<file path="config.mk">
export PLATFORM = sky130hd
export DESIGN_NAME = tx_sample_fifo
export DESIGN_NICKNAME = d
export VERILOG_FILES = /design/src/rtl/tx_sfifo_pkg.sv /design/src/rtl/tx_sfifo_mem.sv /design/src/rtl/tx_sfifo_ctrl.sv /design/src/rtl/tx_sfifo_out.sv /design/src/rtl/tx_sample_fifo.sv
export SDC_FILE = /design/constraint.sdc
export NUM_CORES = 1
export LEC_CHECK = 0
export ABC_AREA = 1
export BUFFER_PORTS_ARGS = -buffer_cell sky130_fd_sc_hd__buf_2
export CORE_MARGIN = 3
export CORE_UTILIZATION = 50
export DETAILED_ROUTE_END_ITERATION = 8
export HOLD_SLACK_MARGIN = 0.06
export PLACE_DENSITY = 0.68
export SETUP_SLACK_MARGIN = 0.02
export SYNTH_ARGS = -nofsm -noshare
export SYNTH_HDL_FRONTEND = slang
export SYNTH_SLANG_ARGS = --single-unit
</file>
<file path="constraint.sdc">
create_clock -name clk_i -period 3.5 [get_ports clk_i]
set_input_delay 0.35 -clock clk_i [delete_from_list [all_inputs] [get_ports clk_i]]
set_output_delay 0.35 -clock clk_i [all_outputs]
set_load 0.01 [all_outputs]
</file>
<file path="src/rtl/tx_sfifo_pkg.sv">
package tx_sfifo_pkg;
  // side information travelling with each output sample
  typedef struct packed {
    logic vbit;
    logic fill;
  } smp_meta_t;
endpackage

</file>
<file path="src/rtl/tx_sfifo_mem.sv">
module tx_sfifo_mem #(
  parameter int DEPTH  = 8,
  parameter int DATA_W = 24,
  parameter int PTR_W  = 3
) (
  input  logic              clk_i,
  input  logic              we_i,
  input  logic [PTR_W-1:0]  wr_ptr_i,
  input  logic [DATA_W-1:0] wr_data_i,
  input  logic [PTR_W-1:0]  rd_ptr_i,
  output logic [DATA_W-1:0] rd_data_o
);
  logic [DATA_W-1:0] mem_q [DEPTH];

  for (genvar g = 0; g < DEPTH; g++) begin : g_entry
    always_ff @(posedge clk_i) begin
      if (we_i && wr_ptr_i == PTR_W'(g)) mem_q[g] <= wr_data_i;
    end
  end

  assign rd_data_o = mem_q[rd_ptr_i];
endmodule

</file>
<file path="src/rtl/tx_sfifo_ctrl.sv">
module tx_sfifo_ctrl #(
  parameter int DEPTH   = 8,
  parameter int BURST_W = 5,
  parameter int PTR_W   = 3,
  parameter int CNT_W   = 4
) (
  input  logic               clk_i,
  input  logic               rst_ni,
  input  logic               wr_en_i,
  input  logic               pop_i,
  input  logic               clr_overrun_i,
  input  logic [BURST_W-1:0] burst_len_i,
  output logic               wr_ok_o,
  output logic [PTR_W-1:0]   wr_ptr_o,
  output logic [PTR_W-1:0]   rd_ptr_o,
  output logic [CNT_W-1:0]   level_o,
  output logic               empty_o,
  output logic               full_o,
  output logic               burst_rdy_o,
  output logic               overrun_o
);
  localparam logic [PTR_W-1:0] LAST = PTR_W'(DEPTH - 1);

  logic [PTR_W-1:0] wr_ptr_q, rd_ptr_q;
  logic [CNT_W-1:0] cnt_q;
  logic             ovr_q;
  int unsigned      eff_len, free_cnt;

  assign empty_o = (cnt_q == '0);
  assign full_o  = (cnt_q == CNT_W'(DEPTH));
  assign wr_ok_o = wr_en_i && !full_o;

  always_ff @(posedge clk_i or negedge rst_ni) begin
    if (!rst_ni) begin
      wr_ptr_q <= '0;
      rd_ptr_q <= '0;
      cnt_q    <= '0;
      ovr_q    <= 1'b0;
    end else begin
      if (wr_ok_o) wr_ptr_q <= (wr_ptr_q == LAST) ? '0 : wr_ptr_q + 1'b1;
      if (pop_i)   rd_ptr_q <= (rd_ptr_q == LAST) ? '0 : rd_ptr_q + 1'b1;
      case ({wr_ok_o, pop_i})
        2'b10:   cnt_q <= cnt_q + 1'b1;
        2'b01:   cnt_q <= cnt_q - 1'b1;
        default: cnt_q <= cnt_q;
      endcase
      // a new event wins over a clear in the same cycle
      if (wr_en_i && full_o) ovr_q <= 1'b1;
      else if (clr_overrun_i) ovr_q <= 1'b0;
    end
  end

  always_comb begin
    eff_len     = (burst_len_i == '0) ? 32'd1 : 32'(burst_len_i);
    free_cnt    = 32'(DEPTH) - 32'(cnt_q);
    burst_rdy_o = (eff_len <= 32'(DEPTH)) && (free_cnt >= eff_len);
  end

  assign wr_ptr_o  = wr_ptr_q;
  assign rd_ptr_o  = rd_ptr_q;
  assign level_o   = cnt_q;
  assign overrun_o = ovr_q;
endmodule

</file>
<file path="src/rtl/tx_sfifo_out.sv">
module tx_sfifo_out
  import tx_sfifo_pkg::*;
#(
  parameter int DATA_W = 24
) (
  input  logic              clk_i,
  input  logic              rst_ni,
  input  logic              tx_en_i,
  input  logic              req_i,
  input  logic              empty_i,
  input  logic [DATA_W-1:0] head_i,
  input  logic              ch_vbit_i,
  input  logic              fill_ok_i,
  input  logic              clr_underrun_i,
  output logic              pop_o,
  output logic              smp_valid_o,
  output logic [DATA_W-1:0] smp_data_o,
  output logic              smp_vbit_o,
  output logic              smp_fill_o,
  output logic              underrun_o
);
  logic              take, starve;
  logic              vld_q, und_q;
  logic [DATA_W-1:0] data_q;
  smp_meta_t         meta_q;

  assign take   = tx_en_i && req_i;
  assign pop_o  = take && !empty_i;
  assign starve = take && empty_i;

  always_ff @(posedge clk_i or negedge rst_ni) begin
    if (!rst_ni) begin
      vld_q  <= 1'b0;
      data_q <= '0;
      meta_q <= '0;
      und_q  <= 1'b0;
    end else begin
      vld_q <= take;
      if (pop_o) begin
        data_q <= head_i;
        meta_q <= '{vbit: ch_vbit_i, fill: 1'b0};
      end else if (starve) begin
        data_q <= '0;
        meta_q <= '{vbit: !fill_ok_i, fill: 1'b1};
      end
      if (starve) und_q <= 1'b1;
      else if (clr_underrun_i) und_q <= 1'b0;
    end
  end

  assign smp_valid_o = vld_q;
  assign smp_data_o  = data_q;
  assign smp_vbit_o  = meta_q.vbit;
  assign smp_fill_o  = meta_q.fill;
  assign underrun_o  = und_q;
endmodule

</file>
<file path="src/rtl/tx_sample_fifo.sv">
module tx_sample_fifo #(
  parameter int DEPTH   = 8,
  parameter int DATA_W  = 24,
  parameter int BURST_W = 5,
  localparam int PTR_W  = (DEPTH > 1) ? $clog2(DEPTH) : 1,
  localparam int CNT_W  = $clog2(DEPTH + 1)
) (
  input  logic               clk_i,
  input  logic               rst_ni,
  input  logic               tx_en_i,
  input  logic [BURST_W-1:0] burst_len_i,
  input  logic               ch_vbit_i,
  input  logic               fill_ok_i,
  input  logic               clr_underrun_i,
  input  logic               clr_overrun_i,
  input  logic               wr_en_i,
  input  logic [DATA_W-1:0]  wr_data_i,
  input  logic               req_i,
  output logic               smp_valid_o,
  output logic [DATA_W-1:0]  smp_data_o,
  output logic               smp_vbit_o,
  output logic               smp_fill_o,
  output logic [CNT_W-1:0]   level_o,
  output logic               empty_o,
  output logic               full_o,
  output logic               burst_rdy_o,
  output logic               underrun_o,
  output logic               overrun_o
);
  logic              wr_ok, pop;
  logic [PTR_W-1:0]  wr_ptr, rd_ptr;
  logic [DATA_W-1:0] head;

  tx_sfifo_ctrl #(
    .DEPTH(DEPTH), .BURST_W(BURST_W), .PTR_W(PTR_W), .CNT_W(CNT_W)
  ) u_ctrl (
    .clk_i         (clk_i),
    .rst_ni        (rst_ni),
    .wr_en_i       (wr_en_i),
    .pop_i         (pop),
    .clr_overrun_i (clr_overrun_i),
    .burst_len_i   (burst_len_i),
    .wr_ok_o       (wr_ok),
    .wr_ptr_o      (wr_ptr),
    .rd_ptr_o      (rd_ptr),
    .level_o       (level_o),
    .empty_o       (empty_o),
    .full_o        (full_o),
    .burst_rdy_o   (burst_rdy_o),
    .overrun_o     (overrun_o)
  );

  tx_sfifo_mem #(
    .DEPTH(DEPTH), .DATA_W(DATA_W), .PTR_W(PTR_W)
  ) u_mem (
    .clk_i     (clk_i),
    .we_i      (wr_ok),
    .wr_ptr_i  (wr_ptr),
    .wr_data_i (wr_data_i),
    .rd_ptr_i  (rd_ptr),
    .rd_data_o (head)
  );

  tx_sfifo_out #(
    .DATA_W(DATA_W)
  ) u_out (
    .clk_i          (clk_i),
    .rst_ni         (rst_ni),
    .tx_en_i        (tx_en_i),
    .req_i          (req_i),
    .empty_i        (empty_o),
    .head_i         (head),
    .ch_vbit_i      (ch_vbit_i),
    .fill_ok_i      (fill_ok_i),
    .clr_underrun_i (clr_underrun_i),
    .pop_o          (pop),
    .smp_valid_o    (smp_valid_o),
    .smp_data_o     (smp_data_o),
    .smp_vbit_o     (smp_vbit_o),
    .smp_fill_o     (smp_fill_o),
    .underrun_o     (underrun_o)
  );
endmodule

</file>
Yosys cells after proc, flatten, opt, wreduce, memory -nomap -nowiden. Memory sizes are Yosys's and may differ from the RTL's. Index checks and enable logic that the tools add are counted. W data, S select, Z words.

Latch bits: 0. Bits in read-only memories: 0. Memory bits (writable): 192. Word-level logic and storage cells: 108. Bits in registers: 39. Input port bits: 38. Output and inout port bits: 36. Memories: 1.

Memories: u_mem.mem_q (words 8, bits a word 24, rd ports 1, clocked after Yosys merged registers in 0, wr ports 1, line tx_sfifo_mem.sv:13) `logic [DATA_W-1:0] mem_q [DEPTH];`.

Shift-type cells: 0. Bitwise gates (word level): 0. Order comparisons: 2. Reductions and logical operators: 31. $mul: 0. $add $sub $neg: 5. Mux-type cells: 49. Equality and inequality tests: 11. Divide/modulo/power cells: 0.

Operator list (count): $mux W24 (9); $reduce_or A24 Y1 (7); $ge A32 B32 Y1 (1); $le A32 B4 Y1 const B (1); $mux W1 (27); $mux W3 (9); $eq A3 B3 Y1 const B (5); $logic_and A1 B1 Y1 (14); $pmux W4 S2 (1); $reduce_bool A2 Y1 (4); $add A3 B1 Y3 const B (2); $eq A3 B2 Y1 const B (2); $logic_not A5 Y1 (1); $mux W5 (1); $sub A4 B4 Y5 const A (1); $add A4 B1 Y4 const B (1); $eq A4 B4 Y1 const B (1); $logic_not A4 Y1 (1); $mux W2 (2); $sub A4 B1 Y4 const B (1); $eq A3 B1 Y1 const B (1); $logic_not A1 Y1 (3); $logic_not A3 Y1 (1); $eq A2 B1 Y1 const B (1); $eq A2 B2 Y1 const B (1).

Depth between registers and ports, before layout. Gate-level depths: netlist of run 1.

Depth after elaboration: 14. Gate-level depth with buffers: 13. Depth with buffers taken out: 12.

Cells and area by module. A second synthesis of run 1 with hierarchy kept.

Cells, all modules: 1065. Area, all modules: 10343.7 um^2.

Modules (own cells, without submodules): tx_sfifo_mem (cells an instance 848, area each 8425.6 um^2, times used 1, seq. area each 5765.5 um^2); tx_sfifo_out (cells an instance 117, area each 1084.8 um^2, times used 1, seq. area each 700.7 um^2); tx_sfifo_ctrl (cells an instance 100, area each 833.3 um^2, times used 1, seq. area each 275.3 um^2).

Worst setup path after synthesis of run 1. OpenSTA, ideal clock, no wires.

Path kind: reg2reg. Start point: register u_ctrl.cnt_q[0], in the netlist u_ctrl.level_o[0]. End point: memory u_mem.mem_q[4][0] (enable). Data arrival time: 2795 ps. Setup time: 435 ps. Required time: 3065 ps. Period minus slack after synthesis: 3231 ps. Slack: 269 ps. Stages on the path, launching flop included: 7. Path buffers: 1. Cell sequence: dfrtp_1 > inv_1 > ha_1 > nand3_1 > nand2_1 > buf_2 > nor3_1.

Word-level cells in the longest chain between the ends: 14. Elaborated cells between the ends (all ways): 48. Those cells by class: eq/ne: 1; mux: 30; reduce/logical: 17.

Ends and longest elaborated chain: from (decl) (line tx_sfifo_ctrl.sv:25) `logic [CNT_W-1:0] cnt_q;`; from (signal assigned) (line tx_sfifo_ctrl.sv:43) `2'b10: cnt_q <= cnt_q + 1'b1;`; from (signal assigned) (line tx_sfifo_ctrl.sv:44) `2'b01: cnt_q <= cnt_q - 1'b1;`; from (signal assigned) (line tx_sfifo_ctrl.sv:45) `default: cnt_q <= cnt_q;`; $eq A4 B4 Y1 * (line tx_sfifo_ctrl.sv:30) `assign full_o = (cnt_q == CNT_W'(DEPTH));`; $logic_not A1 Y1 * (line tx_sfifo_ctrl.sv:31) `assign wr_ok_o = wr_en_i && !full_o;`; $logic_and A1 B1 Y1 * (line tx_sfifo_ctrl.sv:31); $logic_and A1 B1 Y1 (line tx_sfifo_mem.sv:17) `if (we_i && wr_ptr_i == PTR_W'(g)) mem_q[g] <= wr_data_i;`; $mux W1 (line tx_sfifo_mem.sv:17); $mux W1 (implied by the code) (line tx_sfifo_mem.sv:17); $reduce_or A24 Y1 (no line); $mux W3 (no line) or $mux W1 (tied branches) (7 in series); to (decl) (line tx_sfifo_mem.sv:13).

Mark *: on every way between the ends. The rest lies on a longest branch, timed or not.

Worst setup path after layout of run 1.
Start point: register u_ctrl.cnt_q[0], in the netlist u_ctrl.level_o[0]. End point: output port burst_rdy_o.

Word-level cells in the longest chain between the ends: 3.

Ends and longest elaborated chain: $sub A4 B4 Y5 (line tx_sfifo_ctrl.sv:55) `free_cnt = 32'(DEPTH) - 32'(cnt_q);`; $ge A32 B32 Y1 (line tx_sfifo_ctrl.sv:56) `burst_rdy_o = (eff_len <= 32'(DEPTH)) && (free_cnt >= eff_len);`; $logic_and A1 B1 Y1 (line tx_sfifo_ctrl.sv:56); to (decl) (line tx_sample_fifo.sv:26) `output logic burst_rdy_o,`.

No other way between the ends.

==> results_tabular.tex, run 1 <==
\begin{tabular}{lr}
\hline
Metric & Value \\
\hline
\multicolumn{2}{l}{\textbf{STA}} \\
Smallest setup slack after layout & between 0.8 and 0.9 ns \\
Final Cycle Share & 75.0\% \\
Fin crit period & 2.62 ns \\
Setup-violating endpoint count in the final report & 0 \\
RSZ-0062 raised after global routing & false \\
Worst setup skew after layout & 0.0224 ns \\
F\_max & between 0.3 and 0.4 GHz \\
Slew at the pin with the worst max-slew slack & 1.09 ns \\
Post-Route Setup TNS & 0 ns \\
Max\_slew headroom & 27.0\% \\
Total count of hold-check failures in the final report & 0 \\
Pins over their slew limit & 0 \\
\multicolumn{2}{l}{\textbf{Cells and area}} \\
Number of nets in the layout & 1005 \\
Most common cell after layout, fill and taps aside & sky130\_fd\_sc\_hd\_\_nand2\_1 \\
Fraction of final layout cells sized beyond drive strength 1 & 14.7\% \\
Final core utilization & 58.8\% \\
Antenna cells & 0 \\
Area added between synthesis and finish & 15.2\% \\
Area of all placed cells without fillers & between 10000 and 15000 sq um \\
Commonest non-fill, non-tap cells in the layout & sky130\_fd\_sc\_hd\_\_nand2\_1, sky130\_fd\_sc\_hd\_\_edfxtp\_1, sky130\_fd\_sc\_hd\_\_nand3\_1 \\
Filler instances & about 1600 \\
\multicolumn{2}{l}{\textbf{Logic synthesis}} \\
Synthesized area per cell & 11.0 sq um \\
Synth unique cells & 24 \\
Syn Std Cell Area & about 9600 sq um \\
Top cells by area, synth & sky130\_fd\_sc\_hd\_\_edfxtp\_1, sky130\_fd\_sc\_hd\_\_nand2\_1, sky130\_fd\_sc\_hd\_\_dfrtp\_1 \\
Sequential area share after synthesis & between 70\% and 80\% \\
Synth area leader & sky130\_fd\_sc\_hd\_\_edfxtp\_1 \\
YS warnings & 0 \\
Gate count of the mapped netlist & 871 \\
Portion of synthesized cell area occupied by the leading cell type & 60.1\% \\
Syn nets & 926 \\
Yosys reg bits & around 230 \\
\multicolumn{2}{l}{\textbf{Power and ir drop}} \\
Worst vdd rail ir drop & approximately 0.00047 V \\
Power per cell area & a little over 800 nW/um\^{}2 \\
Leak & 4.63 nW \\
\multicolumn{2}{l}{\textbf{Route}} \\
Avg WL per Cell & 17.1 microns \\
Number of routed nets with antenna violations & 0 \\
Remaining routing DRC violations & 0 \\
Detailed Routing Iterations Pass 1 & 5 \\
Vias & 6341 \\
Length of routed met3 wiring & 1140 microns \\
Post-route met1 wirelength & $\sim$9000 microns \\
Count of routing violations after the opening detailed-route iteration & 509 \\
Highest metal layer used by the detailed router & met4 \\
Met2 WL & 10000 microns \\
DRT Wirelength & 20500 microns \\
Mean number of vias per cell & $\sim$5.3 \\
\multicolumn{2}{l}{\textbf{Critical path}} \\
Peak fanout along the critical path & 4 \\
Type of element capturing the critical path & primary output \\
Arrival @ worst endpoint & 2.27 ns \\
Critical Path Start Type & register \\
Type of the worst setup path & register to primary output \\
Critical path data required time & approximately 3.2 ns \\
\multicolumn{2}{l}{\textbf{Clocking}} \\
Sink count of the clock tree & 231 \\
\# H-tree levels & 1 \\
Root cell of the clock tree & sky130\_fd\_sc\_hd\_\_clkbuf\_16 \\
CTS tree & done \\
Buffers inserted during post-CTS setup optimization & 0 \\
Post-cts repair resize count & 0 \\
Number of CTS-inserted buffers & 25 \\
Clock Pin Slew Worst Setup and Hold Paths & about 0.06 ns \\
Clock latency reported for the late side of the worst-skew pair & around 0.53 ns \\
Number of buffers added to fix hold violations after cts & 5 \\
Number of buffers on the longest clock path & 3 \\
\multicolumn{2}{l}{\textbf{Placed design}} \\
Port Buf Inserts & 73 \\
Cell area reported after detailed placement & 10200 sq um \\
Routability cong. & $\sim$0.8 \\
Worst slack at placement & 0.976 ns \\
HPWL after detailed placement & 11100 microns \\
\multicolumn{2}{l}{\textbf{Die}} \\
Core Box Area & $\sim$19000 sq um \\
Die area & 20900 sq um \\
Width of the die & 144 microns \\
Effective utilization at floorplan & 51.1\% \\
Die Ht & between 100 and 150 microns \\
Site row count & 50 \\
Number of ports placed on the die boundary & 74 \\
\multicolumn{2}{l}{\textbf{Global routing}} \\
First-pass GRT wire length & roughly 33000 microns \\
Largest net degree at the start of global routing & 99 \\
Global Route Usage Sum & between 20\% and 30\% \\
Total congestion overflow & 0 \\
Number of antenna violations at the first check in global routing & 0 \\
Via count of the first global-routing pass & 6150 \\
\multicolumn{2}{l}{\textbf{Run status}} \\
Outcome & finished, final reports clean \\
\multicolumn{2}{l}{\textbf{Flow run}} \\
Max\_cap viols & 0 \\
\multicolumn{2}{l}{\textbf{Min path}} \\
Tightest Hold Check Type & input pin to register \\
\hline
\end{tabular}
-- Yosys cell counts --
| cell | count |
|---|---|
| sky130_fd_sc_hd__a21oi_1 | 3 |
| sky130_fd_sc_hd__buf_1 | 2 |
| sky130_fd_sc_hd__buf_2 | 21 |
| sky130_fd_sc_hd__buf_4 | 8 |
| sky130_fd_sc_hd__buf_6 | 4 |
| sky130_fd_sc_hd__clkbuf_1 | 8 |
| sky130_fd_sc_hd__dfrtp_1 | 39 |
| sky130_fd_sc_hd__edfxtp_1 | 192 |
| sky130_fd_sc_hd__fa_1 | 1 |
| sky130_fd_sc_hd__ha_1 | 16 |
| sky130_fd_sc_hd__inv_1 | 27 |
| sky130_fd_sc_hd__inv_2 | 2 |
| sky130_fd_sc_hd__inv_4 | 1 |
| sky130_fd_sc_hd__nand2_1 | 364 |
| sky130_fd_sc_hd__nand3_1 | 80 |
| sky130_fd_sc_hd__nor2_1 | 52 |
| sky130_fd_sc_hd__nor2_2 | 2 |
| sky130_fd_sc_hd__nor3_1 | 6 |
| sky130_fd_sc_hd__o211ai_1 | 1 |
| sky130_fd_sc_hd__o21ai_0 | 20 |
| sky130_fd_sc_hd__o21ai_1 | 15 |
| sky130_fd_sc_hd__o41ai_1 | 1 |
| sky130_fd_sc_hd__xnor2_1 | 5 |
| sky130_fd_sc_hd__xor2_1 | 1 |
-- final timing paths --
path,start,to,slack [ns],cells past startpoint
max,u_ctrl.level_o[0],burst_rdy_o,0.88,13
min,wr_en_i,u_ctrl.overrun_o,0.07,3
max reg2reg,u_ctrl.level_o[0],u_ctrl.level_o[3],0.94,11
min reg2reg,u_out.smp_data_o[1],u_out.smp_data_o[1],0.47,2
max in group asynchronous,rst_ni,u_ctrl.rd_ptr_o[1],2.36,3
min in group asynchronous,rst_ni,u_out.smp_data_o[6],0.41,2
-- sequential cells by signal, summed over array words and instances (netlist names) --
| signal | count |
|---|---|
| u_ctrl.level_o | 4 |
| u_ctrl.overrun_o | 1 |
| u_ctrl.rd_ptr_o | 3 |
| u_ctrl.wr_ptr_o | 3 |
| u_mem.mem_q | 192 |
| u_out.smp_data_o | 24 |
| u_out.smp_fill_o | 1 |
| u_out.smp_valid_o | 1 |
| u_out.smp_vbit_o | 1 |
| u_out.underrun_o | 1 |
-- logic make-up after synthesis --
logic type	Yosys count	synth area share (%)
AND/OR/NAND/NOR	504	20.9
flip-flops	231	70.3
buffers and inverters	73	3.78
AO/OA/AOI/OAI	40	2.15
adder cells (fa/ha/maj)	17	2.30
XOR/XNOR	6	0.548
-- cell type report --
type	count	area (sq um)	area share [%]
multi-input cells	567	2520	22.8
flip-flops and latches	231	6740	61.1
inverters	30	115	1.04
clock inverters	7	81.3	0.736
clock buffers	39	748	6.78
repair buffers	95	543	4.92
well taps	234	293	2.65
-- stage by stage --
stage | power, mW | cells | hold WS [ns]
floorplan | 5.77 | 871 | 0.0544
CTS | 9.18 | 1203 | 0.0632
global route | 9.74 | 1203 | 0.0657
global placement | 6.50 | 1152 | 0.447
detailed placement | 6.56 | 1152 | 0.450
finish | 9.11 | 1203 | 0.0678
-- critical path, cell delays in order (launching register included) --
cell and delay [ns]:
sky130_fd_sc_hd__dfrtp_1 0.41, sky130_fd_sc_hd__inv_1 0.16, sky130_fd_sc_hd__ha_1 0.24, sky130_fd_sc_hd__xnor2_1 0.15
sky130_fd_sc_hd__ha_1 0.26, sky130_fd_sc_hd__nand2_1 0.08, sky130_fd_sc_hd__inv_1 0.04, sky130_fd_sc_hd__nand2_1 0.05
sky130_fd_sc_hd__nand2_1 0.05, sky130_fd_sc_hd__nand2_1 0.05, sky130_fd_sc_hd__nand3_1 0.06, sky130_fd_sc_hd__nand2_1 0.06
sky130_fd_sc_hd__inv_1 0.04, sky130_fd_sc_hd__buf_2 0.12
-- where the power goes --
part           leakage (nW)  internal [mW]  switching, mW
combinational          2.00          0.888           1.87
sequential             2.23           3.51          0.241
clock                 0.404           1.55           1.05
-- layer usage --
metal  up-vias  GRT usage, %
met1      3041          27.4
met3        34          2.98
met5         -             0
met2       200          34.2
met4         0          4.86
li1       3066             -
(Power assumes the default switching activity.)
==> inputs of run 2 (changes only) <==
==> constraint.sdc (replaced) <==
create_clock -name clk_i -period 2.69 [get_ports clk_i]
set_input_delay 0.269 -clock clk_i [delete_from_list [all_inputs] [get_ports clk_i]]
set_output_delay 0.269 -clock clk_i [all_outputs]
set_load 0.01 [all_outputs]
==> results_tabular.tex, run 2 (synthesis results as in run 1) <==
\begin{tabular}{lr}
\hline
Metric & Value \\
\hline
\multicolumn{2}{l}{\textbf{Cells and area}} \\
Fin cells & between 1000 and 1500 \\
Filler instances & 1524 \\
Most common cell after layout, fill and taps aside & sky130\_fd\_sc\_hd\_\_nand2\_1 \\
Most flops, register & u\_mem.mem\_q \\
Fraction of final layout cells sized beyond drive strength 1 & between 10\% and 20\% \\
Area of all placed cells without fillers & 11300 sq um \\
Number of nets in the layout & 1033 \\
Flip-flop count of the largest register after layout & 192 \\
Antenna cells & 0 \\
Commonest non-fill, non-tap cells in the layout & sky130\_fd\_sc\_hd\_\_nand2\_1, sky130\_fd\_sc\_hd\_\_edfxtp\_1, sky130\_fd\_sc\_hd\_\_nand3\_1 \\
Area added between synthesis and finish & 17.9\% \\
\multicolumn{2}{l}{\textbf{Placed design}} \\
Placed Cells & 1156 \\
Cell area reported after detailed placement & between 10000 and 15000 sq um \\
HPWL after detailed placement & 11100 microns \\
Worst slack at placement & 0.462 ns \\
Port Buf Inserts & 73 \\
Routability cong. & 0.775 \\
\multicolumn{2}{l}{\textbf{Power and ir drop}} \\
Portion of total power attributed to combinational logic & 30.5\% \\
Clock power frac & 27.7\% \\
Leak & approximately 4.7 nW \\
Power per cell area & 1040 nW/um\^{}2 \\
Power consumption & 11.8 mW \\
Total internal power & 7.76 mW \\
Worst vdd rail ir drop & 0.000498 V \\
Switching power of the nets & 4.00 mW \\
Switching share of power & between 30\% and 40\% \\
Sequential share of power & 41.8\% \\
\multicolumn{2}{l}{\textbf{Route}} \\
Vias & between 6000 and 7000 \\
Number of routed nets with antenna violations & 0 \\
DRT Wirelength & 20000 microns \\
Detailed Routing Iterations Pass 1 & 5 \\
Avg WL per Cell & 16.3 microns \\
Count of routing violations after the opening detailed-route iteration & 499 \\
Remaining routing DRC violations & 0 \\
Mean number of vias per cell & 5.17 \\
\multicolumn{2}{l}{\textbf{Clocking}} \\
\# H-tree levels & 1 \\
Clock Pin Slew Worst Setup and Hold Paths & around 0.060 ns \\
CTS tree & done \\
Root cell of the clock tree & sky130\_fd\_sc\_hd\_\_clkbuf\_16 \\
Sink count of the clock tree & 231 \\
Number of buffers on the longest clock path & 3 \\
Number of CTS-inserted buffers & 24 \\
Clock latency reported for the late side of the worst-skew pair & 0.51 ns \\
\multicolumn{2}{l}{\textbf{Critical path}} \\
Startpoint of the worst register-to-register path & u\_ctrl.level\_o[0] \\
Type of element capturing the critical path & primary output \\
R2R depth & 9 \\
Worst reg-to-reg setup slack & about 0.43 ns \\
Critical path data required time & 2.42 ns \\
Arrival @ worst endpoint & 2.20 ns \\
Reg-to-Reg End & u\_out.smp\_vbit\_o \\
Type of the worst setup path & register to primary output \\
Peak fanout along the critical path & 4 \\
Critical Path Start Type & register \\
\multicolumn{2}{l}{\textbf{STA}} \\
Fin crit period & 2.47 ns \\
Total count of hold-check failures in the final report & 0 \\
Setup-violating endpoint count in the final report & 0 \\
Max\_slew headroom & 55.6\% \\
Final Cycle Share & 91.6\% \\
F\_max & 0.406 GHz \\
Worst setup skew after layout & roughly 0.013 ns \\
Smallest setup slack after layout & $\sim$0.22 ns \\
Pins over their slew limit & 0 \\
Fin Hold WS & about 0.075 ns \\
Slew at the pin with the worst max-slew slack & 0.667 ns \\
RSZ-0062 raised after global routing & false \\
\multicolumn{2}{l}{\textbf{Global routing}} \\
Number of antenna violations at the first check in global routing & 0 \\
Via count of the first global-routing pass & 6146 \\
Global Route Usage Sum & 19.6\% \\
Total congestion overflow & 0 \\
First-pass GRT wire length & approximately 32000 microns \\
Largest net degree at the start of global routing & 98 \\
\multicolumn{2}{l}{\textbf{Die}} \\
Effective utilization at floorplan & $\sim$51\% \\
Die area & 20900 sq um \\
Core Box Area & roughly 19000 sq um \\
Site row count & 50 \\
Number of ports placed on the die boundary & 74 \\
Die Ht & 144 microns \\
Width of the die & 144 microns \\
\multicolumn{2}{l}{\textbf{Min path}} \\
Tightest Hold Check Type & input pin to register \\
Hold Crit Depth & 1 \\
Worst Hold End & u\_mem.mem\_q[0][10] \\
Min-Delay Startpoint & wr\_data\_i[10] \\
\multicolumn{2}{l}{\textbf{Run status}} \\
Outcome & finished, final reports clean \\
\multicolumn{2}{l}{\textbf{Flow run}} \\
Max\_cap viols & 0 \\
\hline
\end{tabular}
==> run 2: layer usage <==
layer	track usage, %	vias to the layer above	share of wire, %
met5	0	-	0
met4	5.40	0	1.8
met3	2.58	30	5.0
met2	33.5	167	49
met1	26.7	3038	44
li1	-	3128	-
==> run 2: cell type report <==
class	instances	area, sq um	area share [%]
clock buffers	35	683	6.05
clock inverters	9	101	0.897
inverters	30	115	1.02
multi-input cells	567	2520	22.3
flip-flops and latches	231	6740	59.7
well taps	234	293	2.59
repair buffers	124	846	7.48
==> run 2: power groups by stage <==
stage,clock network (mW),logic [mW],registers [mW]
3_5_place_dp,0,3.56,4.99
4_1_cts,3.31,3.63,4.92
5_1_grt,3.46,4.16,5.00
6_report,3.25,3.59,4.92
3_3_place_gp,0,3.48,4.97
2_1_floorplan,0,2.55,4.96
==> run 2: metrics by stage <==
step,setup TNS (ns),utilization [%]
floorplan,-77.86,-
global placement,0,54.4
detailed placement,0,54.4
CTS,0,60.2
global route,0,60.2
finish,0,60.2
==> run 2: repair_timing <==
item                                    in CTS  in global routing
hold buffers                                29                  0
endpoints found under the setup margin       0                  1
endpoints found under the hold margin      202                  0
setup buffers                                0                  1
resized for setup                            0                  2
==> run 2: how the worst max path moves through the flow <==
stage                      startpoint           endpoint  slack [ns]  depth (start not counted)
global placement    u_ctrl.level_o[0]  u_ctrl.level_o[3]        0.51                         12
finish              u_ctrl.level_o[0]        burst_rdy_o        0.22                         13
global route        u_ctrl.level_o[1]        burst_rdy_o        0.03                         13
detailed placement  u_ctrl.level_o[0]  u_ctrl.level_o[3]        0.46                         12
floorplan           u_ctrl.level_o[0]  u_mem.mem_q[4][0]       -0.54                          6
CTS                 u_ctrl.level_o[0]        burst_rdy_o        0.16                         13
==> run 2: worst max-delay path: stages (launching register included) <==
cell	delay, ns
sky130_fd_sc_hd__dfrtp_1	0.40
sky130_fd_sc_hd__inv_2	0.08
sky130_fd_sc_hd__ha_1	0.24
sky130_fd_sc_hd__xnor2_1	0.14
sky130_fd_sc_hd__ha_1	0.28
sky130_fd_sc_hd__nand2_1	0.07
sky130_fd_sc_hd__inv_1	0.04
sky130_fd_sc_hd__nand2_1	0.06
sky130_fd_sc_hd__nand2_1	0.05
sky130_fd_sc_hd__nand2_1	0.05
sky130_fd_sc_hd__nand3_1	0.07
sky130_fd_sc_hd__nand2_1	0.06
sky130_fd_sc_hd__inv_1	0.03
sky130_fd_sc_hd__buf_2	0.12
==> inputs of run 3 (changes only) <==
--- a/config.mk
+++ b/config.mk
@@ -5,7 +5,6 @@
 export SDC_FILE = /design/constraint.sdc
 export NUM_CORES = 1
 export LEC_CHECK = 0
-export ABC_AREA = 1
 export BUFFER_PORTS_ARGS = -buffer_cell sky130_fd_sc_hd__buf_2
 export CORE_MARGIN = 3
 export CORE_UTILIZATION = 50
==> results_tabular.tex, run 3 <==
\begin{tabular}{lr}
\hline
Metric & Value \\
\hline
\multicolumn{2}{l}{\textbf{Min path}} \\
Tightest Hold Check Type & input pin to register \\
\multicolumn{2}{l}{\textbf{Logic synthesis}} \\
Post-synth top cells & sky130\_fd\_sc\_hd\_\_edfxtp\_1, sky130\_fd\_sc\_hd\_\_mux2\_2, sky130\_fd\_sc\_hd\_\_dfrtp\_1 \\
YS warnings & 0 \\
Gate count of the mapped netlist & between 500 and 600 \\
Synthesized area per cell & 17.8 sq um \\
Sequential area share after synthesis & 72.3\% \\
Portion of synthesized cell area occupied by the leading cell type & 61.9\% \\
Yosys reg bits & around 230 \\
Synth unique cells & 42 \\
Top cells by area, synth & sky130\_fd\_sc\_hd\_\_edfxtp\_1, sky130\_fd\_sc\_hd\_\_dfrtp\_1, sky130\_fd\_sc\_hd\_\_mux2\_2 \\
Share of flip-flops with an asynchronous set or reset after synthesis & 16.9\% \\
Syn nets & between 500 and 600 \\
Post-synth top flop & sky130\_fd\_sc\_hd\_\_edfxtp\_1 \\
Syn Std Cell Area & 9320 sq um \\
Most frequently used cell type in the post-synthesis netlist & sky130\_fd\_sc\_hd\_\_edfxtp\_1 \\
Synth area leader & sky130\_fd\_sc\_hd\_\_edfxtp\_1 \\
Post-synth EDFFs & 192 \\
\multicolumn{2}{l}{\textbf{Clocking}} \\
Clock latency reported for the late side of the worst-skew pair & 0.51 ns \\
\# H-tree levels & 1 \\
Sink count of the clock tree & around 230 \\
Number of buffers on the longest clock path & 3 \\
Root cell of the clock tree & sky130\_fd\_sc\_hd\_\_clkbuf\_16 \\
Clock Pin Slew Worst Setup and Hold Paths & 0.06 ns \\
Number of CTS-inserted buffers & 24 \\
CTS tree & done \\
\multicolumn{2}{l}{\textbf{Critical path}} \\
Critical path data required time & 3.08 ns \\
CP max-delay cell & sky130\_fd\_sc\_hd\_\_dfrtp\_2 \\
Peak fanout along the critical path & 4 \\
Crit path cell chain & inv\_4 -> ha\_4 -> nor2b\_4 -> nand2\_2 -> and2\_4 -> inv\_2 -> ha\_4 -> ha\_4 -> a21o\_1 -> a2111oi\_4 -> a41oi\_2 -> a221o\_1 \\
Most repeated library cell on the critical path & sky130\_fd\_sc\_hd\_\_ha\_4 \\
Critical Path Start Type & register \\
Number of buffer and inverter instances along the worst setup path & 2 \\
Type of element capturing the critical path & register \\
Arrival @ worst endpoint & 2.96 ns \\
Family with the most delay on the worst path & compound AO/OA/AOI/OAI gates \\
Critical Path Max Stage Delay & 0.42 ns \\
Type of the worst setup path & register to register \\
\multicolumn{2}{l}{\textbf{Global routing}} \\
Global Route Usage Sum & 19.1\% \\
Total congestion overflow & 0 \\
First-pass GRT wire length & 29700 microns \\
Largest net degree at the start of global routing & 40 \\
Number of antenna violations at the first check in global routing & 0 \\
Via count of the first global-routing pass & $\sim$5300 \\
\multicolumn{2}{l}{\textbf{Placed design}} \\
Port Buf Inserts & 73 \\
Worst slack at placement & -0.0133 ns \\
Routability cong. & $\sim$0.7 \\
Placed Cells & 824 \\
HPWL after detailed placement & 10700 microns \\
Cell area reported after detailed placement & 10100 sq um \\
\multicolumn{2}{l}{\textbf{STA}} \\
F\_max & 0.390 GHz \\
Max\_slew headroom & between 40\% and 50\% \\
Final Cycle Share & 95.4\% \\
Total count of hold-check failures in the final report & 0 \\
Slew at the pin with the worst max-slew slack & approximately 0.84 ns \\
Fin crit period & 2.57 ns \\
Post-Route Setup TNS & 0 ns \\
Pins over their slew limit & 0 \\
Smallest setup slack after layout & $\sim$0.12 ns \\
Worst setup skew after layout & 0.0174 ns \\
Setup-violating endpoint count in the final report & 0 \\
Fin Hold WS & 0.0711 ns \\
\multicolumn{2}{l}{\textbf{Cells and area}} \\
Final core utilization & 61.9\% \\
Fin cells & 902 \\
Number of nets in the layout & 710 \\
Most flops, register & u\_mem.mem\_q \\
Commonest non-fill, non-tap cells in the layout & sky130\_fd\_sc\_hd\_\_edfxtp\_1, sky130\_fd\_sc\_hd\_\_buf\_2, sky130\_fd\_sc\_hd\_\_mux2\_2 \\
Fraction of final layout cells sized beyond drive strength 1 & 34.6\% \\
Most common cell after layout, fill and taps aside & sky130\_fd\_sc\_hd\_\_edfxtp\_1 \\
Area of all placed cells without fillers & $\sim$11000 sq um \\
Flip-flop count of the largest register after layout & 192 \\
Antenna cells & 0 \\
Area added between synthesis and finish & 20.5\% \\
\multicolumn{2}{l}{\textbf{Die}} \\
Core Box Area & 18100 sq um \\
Die area & between 20000 and 25000 sq um \\
Die Ht & 143 microns \\
Effective utilization at floorplan & 51.4\% \\
Width of the die & 143 microns \\
Site row count & 49 \\
Number of ports placed on the die boundary & 74 \\
\multicolumn{2}{l}{\textbf{Route}} \\
Length of routed met3 wiring & around 1000 microns \\
DRT Wirelength & 19200 microns \\
Detailed Routing Iterations Pass 1 & 4 \\
Avg WL per Cell & about 21 microns \\
Count of routing violations after the opening detailed-route iteration & 268 \\
Vias & 5061 \\
Highest metal layer used by the detailed router & met4 \\
Remaining routing DRC violations & 0 \\
Post-route met1 wirelength & around 8300 microns \\
Met2 WL & between 9000 and 10000 microns \\
Mean number of vias per cell & 5.61 \\
Number of routed nets with antenna violations & 0 \\
\multicolumn{2}{l}{\textbf{Power and ir drop}} \\
Clock power frac & $\sim$28\% \\
Power consumption & 11.7 mW \\
Leak & 4.20 nW \\
Portion of total power attributed to combinational logic & 28.7\% \\
Worst vdd rail ir drop & between 0.0007 and 0.0008 V \\
Switching power of the nets & 3.48 mW \\
Switching share of power & 29.6\% \\
Sequential share of power & a little over two fifths \\
Power per cell area & between 1000 and 1500 nW/um\^{}2 \\
Total internal power & 8.27 mW \\
\multicolumn{2}{l}{\textbf{Run status}} \\
Outcome & finished, final reports clean \\
\multicolumn{2}{l}{\textbf{Flow run}} \\
Max\_cap viols & 0 \\
\hline
\end{tabular}
==> run 3: layout make-up <==
class / count / area (sq um)
fill: 1331 / 6920
sequential: 231 / 6750
multi-input combinational: 249 / 2430
timing repair buffer: 129 / 868
clock buffer: 31 / 678
tap: 229 / 287
clock inverter: 13 / 141
inverter: 20 / 82.6
==> run 3: path summary, 6_finish.rpt <==
path,startpoint,to,slack [ns],cells after the start
max,u_ctrl.level_o[1],u_ctrl.level_o[3],0.12,12
min,req_i,u_out.smp_valid_o,0.07,3
max reg2reg,u_ctrl.level_o[1],u_ctrl.level_o[3],0.12,12
min reg2reg,u_out.smp_data_o[13],u_out.smp_data_o[13],0.47,2
max in group asynchronous,rst_ni,u_out.smp_data_o[9],1.57,3
min in group asynchronous,rst_ni,u_out.smp_data_o[19],0.41,2
==> run 3: what timing repair did <==
action,CTS,global route
pin swaps,0,5
resized for setup,2,5
setup buffers,0,6
hold endpoints to repair,225,0
hold buffers,28,0
endpoints found under the setup margin,1,1
==> run 3: worst min-delay path: cells and delay by family <==
family	cells	cell delay [ns]
buffers and inverters	2	0.18
and+or+nand+nor	1	0.07
==> run 3: cells by family (layout without fill, tap and decap cells) <==
| logic type | after synthesis | after routing | synth area share [%] |
|---|---|---|---|
| AND/OR/NAND/NOR | 84 | 84 | 4.30 |
| flip-flops | 231 | 231 | 72.3 |
| AO/OA/AOI/OAI | 68 | 68 | 5.56 |
| buffers and inverters | 45 | 193 | 2.67 |
| XOR/XNOR | 4 | 4 | 0.376 |
| multiplexers | 76 | 76 | 12.4 |
| adder cells (fa/ha/maj) | 17 | 17 | 2.36 |
==> run 3: power groups by stage <==
stage	clock network, mW	logic (mW)	registers (mW)
6_report	3.35	3.37	5.03
5_1_grt	3.56	3.70	5.10
4_1_cts	3.41	3.35	5.02
3_5_place_dp	0	3.28	5.09
3_3_place_gp	0	3.19	5.05
2_1_floorplan	0	2.30	5.02
==> run 3: layer usage <==
metal / up-vias / track usage [%]
met5: - / 0
met4: 0 / 4.50
met3: 24 / 2.92
met2: 131 / 32.3
met1: 2601 / 26.3
li1: 2305 / -
